### src/rtl/cnt_regfile_pkg.sv
// Package: shared defaults and the condition flag bundle of the counter
// register file. Assumes nothing beyond IEEE 1800-2017.
package cnt_regfile_pkg;
    localparam int RF_DATA_W   = 16;
    localparam int RF_NUM_REGS = 4;

    // Condition flags derived from a read value.
    typedef struct packed {
        logic lsb;
        logic msb;
        logic zero;
    } cond_flags_t;
endpackage

### src/rtl/cnt_reg_cell.sv
// Module: one register implemented as a loadable up/down counter.
// Load has priority over counting; arithmetic wraps modulo 2**DATA_W.
// Assumes the caller asserts at most one load and one count per cycle.
module cnt_reg_cell #(
    parameter int DATA_W = 16
) (
    input  logic              clk,
    input  logic              rst_n,
    input  logic              ld,
    input  logic [DATA_W-1:0] ld_val,
    input  logic              cnt,
    input  logic              up,
    output logic [DATA_W-1:0] q
);
    localparam logic [DATA_W-1:0] ONE = {{(DATA_W-1){1'b0}}, 1'b1};

    // Purpose: reset, load, or step the stored value by one.
    always_ff @(posedge clk) begin
        if (!rst_n) begin
            q <= '0;
        end else if (ld) begin
            q <= ld_val;
        end else if (cnt) begin
            q <= up ? q + ONE : q - ONE;
        end
    end

    // reset leaves the cell at zero
    a_r1_reset_clears: assert property (@(posedge clk)
        !rst_n |=> q == '0);
    // a load always wins over a coincident count
    a_r3_load_wins: assert property (@(posedge clk) disable iff (!rst_n)
        ld |=> q == $past(ld_val));
    // count up adds one with wrap
    a_r4_count_up: assert property (@(posedge clk) disable iff (!rst_n)
        (!ld && cnt && up) |=> q == $past(q) + ONE);
    // count down subtracts one with wrap
    a_r5_count_down: assert property (@(posedge clk) disable iff (!rst_n)
        (!ld && cnt && !up) |=> q == $past(q) - ONE);
    // no request keeps the value
    a_r10_hold: assert property (@(posedge clk) disable iff (!rst_n)
        (!ld && !cnt) |=> $stable(q));
endmodule

### src/rtl/rd_port_mux.sv
// Module: combinational selection of one register onto a read port.
// Assumes sel is always within 0..NUM_REGS-1.
module rd_port_mux #(
    parameter int DATA_W   = 16,
    parameter int NUM_REGS = 4,
    localparam int SEL_W   = $clog2(NUM_REGS)
) (
    input  logic [NUM_REGS-1:0][DATA_W-1:0] regs,
    input  logic [SEL_W-1:0]                sel,
    output logic [DATA_W-1:0]               dout
);
    // Purpose: route the selected register to the port.
    always_comb begin
        dout = regs[sel];
    end
endmodule

### src/rtl/cond_flag_gen.sv
// Module: derives LSB, MSB and zero flags from a read value.
// Assumes val is the settled port value; purely combinational.
module cond_flag_gen
    import cnt_regfile_pkg::*;
#(
    parameter int DATA_W = 16
) (
    input  logic [DATA_W-1:0] val,
    output cond_flags_t       flags
);
    // Purpose: recompute all three flags from the value itself.
    always_comb begin
        flags.lsb  = val[0];
        flags.msb  = val[DATA_W-1];
        flags.zero = ~|val;
    end
endmodule

### src/rtl/cnt_regfile.sv
// Module: register file of loadable up/down counters with one write bus,
// one in-place count request, two read ports and flags from port B.
// Assumes addresses are in range; reads show pre-edge contents.
module cnt_regfile
    import cnt_regfile_pkg::*;
#(
    parameter int DATA_W   = RF_DATA_W,
    parameter int NUM_REGS = RF_NUM_REGS,
    localparam int ADDR_W  = $clog2(NUM_REGS)
) (
    input  logic              clk,
    input  logic              rst_n,
    input  logic              wr_en,
    input  logic [ADDR_W-1:0] wr_addr,
    input  logic [DATA_W-1:0] wr_data,
    input  logic              cnt_en,
    input  logic              cnt_up,
    input  logic [ADDR_W-1:0] cnt_addr,
    input  logic [ADDR_W-1:0] rd_a_addr,
    input  logic [ADDR_W-1:0] rd_b_addr,
    output logic [DATA_W-1:0] rd_a_data,
    output logic [DATA_W-1:0] rd_b_data,
    output logic              flag_lsb,
    output logic              flag_msb,
    output logic              flag_zero
);
    logic [NUM_REGS-1:0][DATA_W-1:0] reg_q;
    logic [NUM_REGS-1:0]             ld_sel;
    logic [NUM_REGS-1:0]             cnt_sel;
    cond_flags_t                     b_flags;

    // Purpose: decode write and count requests into per-register strobes.
    always_comb begin
        for (int i = 0; i < NUM_REGS; i++) begin
            ld_sel[i]  = wr_en  && (wr_addr  == ADDR_W'(i));
            cnt_sel[i] = cnt_en && (cnt_addr == ADDR_W'(i));
        end
    end

    for (genvar g = 0; g < NUM_REGS; g++) begin : g_cell
        cnt_reg_cell #(.DATA_W(DATA_W)) i_cell (
            .clk    (clk),
            .rst_n  (rst_n),
            .ld     (ld_sel[g]),
            .ld_val (wr_data),
            .cnt    (cnt_sel[g]),
            .up     (cnt_up),
            .q      (reg_q[g])
        );
    end

    rd_port_mux #(.DATA_W(DATA_W), .NUM_REGS(NUM_REGS)) i_rd_a (
        .regs (reg_q),
        .sel  (rd_a_addr),
        .dout (rd_a_data)
    );

    rd_port_mux #(.DATA_W(DATA_W), .NUM_REGS(NUM_REGS)) i_rd_b (
        .regs (reg_q),
        .sel  (rd_b_addr),
        .dout (rd_b_data)
    );

    cond_flag_gen #(.DATA_W(DATA_W)) i_flags (
        .val   (rd_b_data),
        .flags (b_flags)
    );

    // Purpose: expose the flag bundle as plain output bits.
    always_comb begin
        flag_lsb  = b_flags.lsb;
        flag_msb  = b_flags.msb;
        flag_zero = b_flags.zero;
    end

    // a zero value cannot have its end bits set
    a_r9_zero_consistent: assert property (@(posedge clk) disable iff (!rst_n)
        flag_zero |-> (!flag_lsb && !flag_msb));
    // same address on both ports gives the same value
    a_r7_same_sel_same_data: assert property (@(posedge clk) disable iff (!rst_n)
        (rd_a_addr == rd_b_addr) |-> (rd_a_data == rd_b_data));
    // a count on another register leaves the written one unaffected
    a_r6_split_ops: assert property (@(posedge clk) disable iff (!rst_n)
        (wr_en && cnt_en && wr_addr != cnt_addr && rd_b_addr == wr_addr)
        |=> (rd_b_addr != $past(wr_addr)) || (rd_b_data == $past(wr_data)));
endmodule

### config.mk
export PLATFORM = sky130hd
export DESIGN_NAME = cnt_regfile
export DESIGN_NICKNAME = d
export VERILOG_FILES = /design/src/rtl/cnt_regfile_pkg.sv /design/src/rtl/cnt_reg_cell.sv /design/src/rtl/rd_port_mux.sv /design/src/rtl/cond_flag_gen.sv /design/src/rtl/cnt_regfile.sv
export SDC_FILE = /design/constraint.sdc
export NUM_CORES = 1
export LEC_CHECK = 0
export ABC_AREA = 0
export BUFFER_PORTS_ARGS = -buffer_cell sky130_fd_sc_hd__buf_2
export CAP_MARGIN = 20
export CORE_UTILIZATION = 51
export DETAILED_ROUTE_END_ITERATION = 16
export GPL_TIMING_DRIVEN = 0
export PLACE_DENSITY = 0.78
export SYNTH_ARGS = -nofsm -noshare
export SYNTH_HDL_FRONTEND = slang
export SYNTH_HIERARCHICAL = 1
export SYNTH_SLANG_ARGS = --single-unit
### constraint.sdc
create_clock -name clk -period 2.7 [get_ports clk]
set_input_delay 0.54 -clock clk [delete_from_list [all_inputs] [get_ports clk]]
set_output_delay 0.54 -clock clk [all_outputs]
set_load 0.02 [all_outputs]
## Word-level counts from Yosys, hierarchy flattened

Index checks and enable logic that the tools add are counted.
W data, S select, Z words.

| word-level totals | value |
|---|---|
| register bits after elaboration | 64 |
| output and inout port bits | 35 |
| word-level logic and storage cells | 52 |

| cells by class | value |
|---|---|
| add/subtract/negate cells | 8 |
| $lt $le $gt $ge | 2 |
| equal/unequal tests | 6 |
| multiplexer cells | 16 |
| reductions and logical operators | 16 |

Operators by type and width:

| kind | count |
|---|---|
| $mux W16 | 14 |
| $add A16 B1 Y16 const B | 4 |
| $bmux W16 S2 | 2 |
| $sub A16 B1 Y16 const B | 4 |
| $reduce_or A16 Y1 | 1 |
| $eq A2 B2 Y1 const B | 4 |
| $logic_and A1 B1 Y1 | 8 |
| $reduce_bool A2 Y1 | 4 |
| $lt A2 B3 Y1 const B | 2 |
| $eq A2 B1 Y1 const B | 2 |
| $logic_not A2 Y1 | 2 |
| $logic_not A1 Y1 | 1 |

## Logic depth before layout (Yosys ltp)

| depth | value |
|---|---|
| word-level depth | 4 |
| gate-level depth with buffers | 8 |

## Modules after synthesis

Netlist, hierarchy kept.

By module, submodules not included:

| module | instances | cells an instance | area an instance (µm²) | sequential area each (µm²) |
|---|---|---|---|---|
| cnt_reg_cell at g_cell[2].i_cell ... | 2 | 175 | 1,465.2 | 320.3 |
| cnt_reg_cell at g_cell[0].i_cell ... | 2 | 182 | 1,451.4 | 320.3 |
| rd_port_mux | 2 | 20 | 424.2 | 0.0 |
| cnt_regfile | 1 | 8 | 75.1 | 0.0 |
| cond_flag_gen | 1 | 7 | 48.8 | 0.0 |

## Worst setup path after synthesis

No wires, ideal clock.

| timing | value |
|---|---|
| path kind | input to output |
| start | input port rd_b_addr[0] |
| end | output port flag_zero |
| data arrival time | 1.960 ns |
| required time | 2.160 ns |
| setup slack | 0.200 ns |
| cell stages on the path | 5 |
| cell sequence | buf_6 buf_12 mux4_2 nor4_1 and4_1 |

| between the ends | value |
|---|---|
| longest elaborated chain between the ends | 4 |

RTL lines:

| what | line | source |
|---|---|---|
| start, declared | cnt_regfile.sv:20 | `input logic [ADDR_W-1:0] rd_b_addr,` |
| $bmux W16 S2 | rd_port_mux.sv:14 | `dout = regs[sel];` |
| $mux W16 (implied by the code) | rd_port_mux.sv:14 |  |
| via rd_b_data[12] | cnt_regfile.sv:22 | `output logic [DATA_W-1:0] rd_b_data,` |
| $reduce_or A16 Y1 | cond_flag_gen.sv:15 | `flags.zero = ~\|val;` |
| $logic_not A1 Y1 | cond_flag_gen.sv:15 |  |
| end, declared | cnt_regfile.sv:25 | `output logic flag_zero` |

The timed path passes the listed nets, and every way through them passes these cells. The select of a mux whose other input is x is not followed.

## Final worst setup path

| timing | value |
|---|---|
| start | input port rd_b_addr[0] |
| end | output port flag_zero |

| between the ends | value |
|---|---|
| longest elaborated chain between the ends | 4 |

RTL lines:

| what | line |
|---|---|
| $bmux W16 S2 | rd_port_mux.sv:14 |
| $mux W16 (implied by the code) | rd_port_mux.sv:14 |
| $reduce_or A16 Y1 | cond_flag_gen.sv:15 |
| $logic_not A1 Y1 | cond_flag_gen.sv:15 |

No other way between the ends. The select of a mux whose other input is x is not followed.

==> metrics.txt <==
CP max FO 10; TritonCTS clock tree yes; area grow syn2layout 13.90%; initial detailed-routing violation count 681; commonest cells after routing, fill and taps aside a21oi_1, buf_2, dfxtp_1, ha_1, nand2_1; Mapped Nets approximately 860; pin count of the biggest net entering global routing 15; sw power 1375 µW; LEAKAGE about 0.0032 µW; worst vdd ir approximately 0.25 mV; die footprint 0.01381 mm²; synth unique cells 71; flops & latches, synth between 60 and 70; WL/cell 21.58 µm; endpoint type of the worst setup path primary output; Via-to-Cell Ratio 6.676; Fmax ~360 MHz; first-pass GRT wire length 33,700 µm; # DRC 0; Ys Warns 6; most common cell after layout, fill and taps aside a21oi_1; final net count around 940; Antenna diodes 0; num ports 64; Post-synth EDFFs 0; clk_skew 0.006155 ns; Overflow after GRT 0; worst path arrival time 2.22 ns; overall via count from detail_route a little under 7,000; RD Place Congestion about 0.97; Max-cap violations 0; hpwl dp 16,860 µm; final WL roughly 22,000 µm; Critical path buffers and inverters 3; Startpoint Class input port; clock sink count 64; DR pass1 iterations 5; worst setup margin -0.05856 ns; Worst path slowest cell mux4_2; register area share after synthesis 0.1883; CTS max path bufs 2; ys async rst share 0; final non-filler cell total 1,027; max reg flops 64; Largest regs g_cell.i_cell/q: 64 flops; # port buffers 58; clock-pin slew on the worst setup and hold paths approximately 0.050 ns; final hold violation count 0; Power Total 3773 µW; worst min path class input port to flip-flop; final instance area 0.007751 mm²; Cell Area, Synth 0.006805 mm²; CP Cell Sequence buf_6 -> buf_12 -> mux4_2 -> nor4_2 -> and4_1 -> buf_4; layout cells sized above 1 0.2082; Cells after DPL 999; Clk network pwr share 0.316; Biggest register g_cell.i_cell/q; Net Sw Frac 0.3643; antenna violations before repair 1; WP data required about 2.2 ns; CTS Buf Count 9; Clock Tree Root clkbuf_16; Core Area 0.01282 mm²; worst setup path class input port to primary output; failing checks setup timing; commonest register cell after synthesis dfxtp_1; antenna-violating nets left 0; worst-margin pin slew 0.5293 ns; Filler Cell Count approximately 1,100; Post-Synthesis Cells slightly below 800; Max H-tree Level 3; later-pin clock latency in the skew report 0.34 ns; Top Family by Delay on Critical Path simple AND/OR/NAND/NOR gates; status finished, violations left; combinational fraction of design power 0.381; vias in the first global route 6,042; CP max stage delay 0.55 ns; Slew Viols, Final 0; area occupied by multi-input gates ~0.0052 mm²; placed cell areas 0.007311 mm²; crit path time final 2.759 ns; CTS Hold Buffers Added 0; Tcrit/Tclk final 1.022; Mapped Avg Cell Area 8.850 µm²; final setup violation count 1; Starting Density 0.5306; GRT Resource Usage Total 0.3159; row count 41; register share of total power 0.302; final core occ 0.6044; P per Cell Area 486.7 mW/mm²; Slew HR 0.6472; Die Wd between 100 and 150 µm; die height 117.5 µm; Int Pwr ~2400 µW; register area 0.001281 mm²
-- logic make-up (layout without fill, tap and decap cells) --
kind of cell / Yosys count / count (layout) / share of synthesized area
mux: 52 / 52 / 0.1419
fa+ha+maj: 60 / 60 / 0.1147
xor+xnor: 52 / 52 / 0.06692
compound gates: 256 / 256 / 0.2618
simple gates: 213 / 213 / 0.1760
buf+inv: 72 / 158 / 0.05038
flops: 64 / 64 / 0.1883
-- power groups by stage --
stage | Clock [µW] | Sequential, µW | Combinational, µW
floorplan | 0 | 1100 | 1050
global placement | 0 | 1150 | 1340
detailed placement | 0 | 1150 | 1360
CTS | 1190 | 1130 | 1370
global route | 1240 | 1150 | 1550
finish | 1190 | 1140 | 1440
-- metrics by stage --
step                TNS [ns]  hold WS, ns  worst slack [ns]
floorplan                  0       0.5363            0.1997
detailed placement    -12.33       0.5834           -0.3910
global placement      -11.90       0.5774           -0.3775
finish              -0.05856       0.5476          -0.05856
CTS                  -0.1639       0.5244          -0.05173
global route        -0.04821       0.5489          -0.04821
-- metal layers --
metal  vias to the layer above  track usage  routed length, µm
li1                       3127            -                  -
met1                      3202       0.4242               9003
met2                       423       0.4745               9426
met3                       102      0.06783               2338
met4                         2       0.1675               1380
met5                         -            0                 13
-- worst register-to-register path, cell delays in order (launching register included) --
cell	delay [ns]
dfxtp_1	0.43
inv_1	0.09
fa_1	0.44
nor2b_1	0.19
o2111ai_1	0.17
a21oi_1	0.29
or2_2	0.18
a21oi_1	0.07
o41ai_1	0.26
-- synth_stat cells, types with 16 or more instances --
master    count  area (µm²)
a211oi_1     18       135.1
mux4_2       20       450.4
nand2_1      46       172.7
xnor2_1      30       262.8
a31oi_1      18       112.6
a21oi_1      74       370.4
o21ai_0      38       190.2
mux2i_1      20       200.2
nor2_1       42       157.7
clkbuf_1     20       75.07
inv_1        32       120.1
dfxtp_1      64        1281
ha_1         56       700.7
a21o_1       16       120.1
xor2_1       22       192.7
-- repair_timing --
item,in CTS,in global routing
buffers inserted,0,12
pin swaps,0,1
setup endpoints to repair,8,44
gates resized for setup,2,12
-- layout make-up --
cell class              instances  share of cell area
multi-input cells             633              0.6715
flip-flops and latches         64              0.1653
repair buffers                 70             0.05020
clock buffers                  13             0.03358
plain buffers                  40             0.02906
well taps                     172             0.02776
inverters                      32             0.01743
clock inverters                 3            0.005165
-- worst paths after layout --
check	cells past startpoint	slack, ns	end	from
hold reg to reg	2	0.60	g_cell[1].i_cell/q[5]$_SDFFE_PN0P_	g_cell[1].i_cell/q[5]$_SDFFE_PN0P_
setup / recovery	6	-0.06	flag_zero	rd_b_addr[0]
setup reg to reg	8	0.48	g_cell[1].i_cell/q[12]$_SDFFE_PN0P_	g_cell[1].i_cell/q[0]$_SDFFE_PN0P_
hold / removal	3	0.55	g_cell[2].i_cell/q[0]$_SDFFE_PN0P_	wr_data[0]
Note: power is estimated with default switching activity, not from simulation.
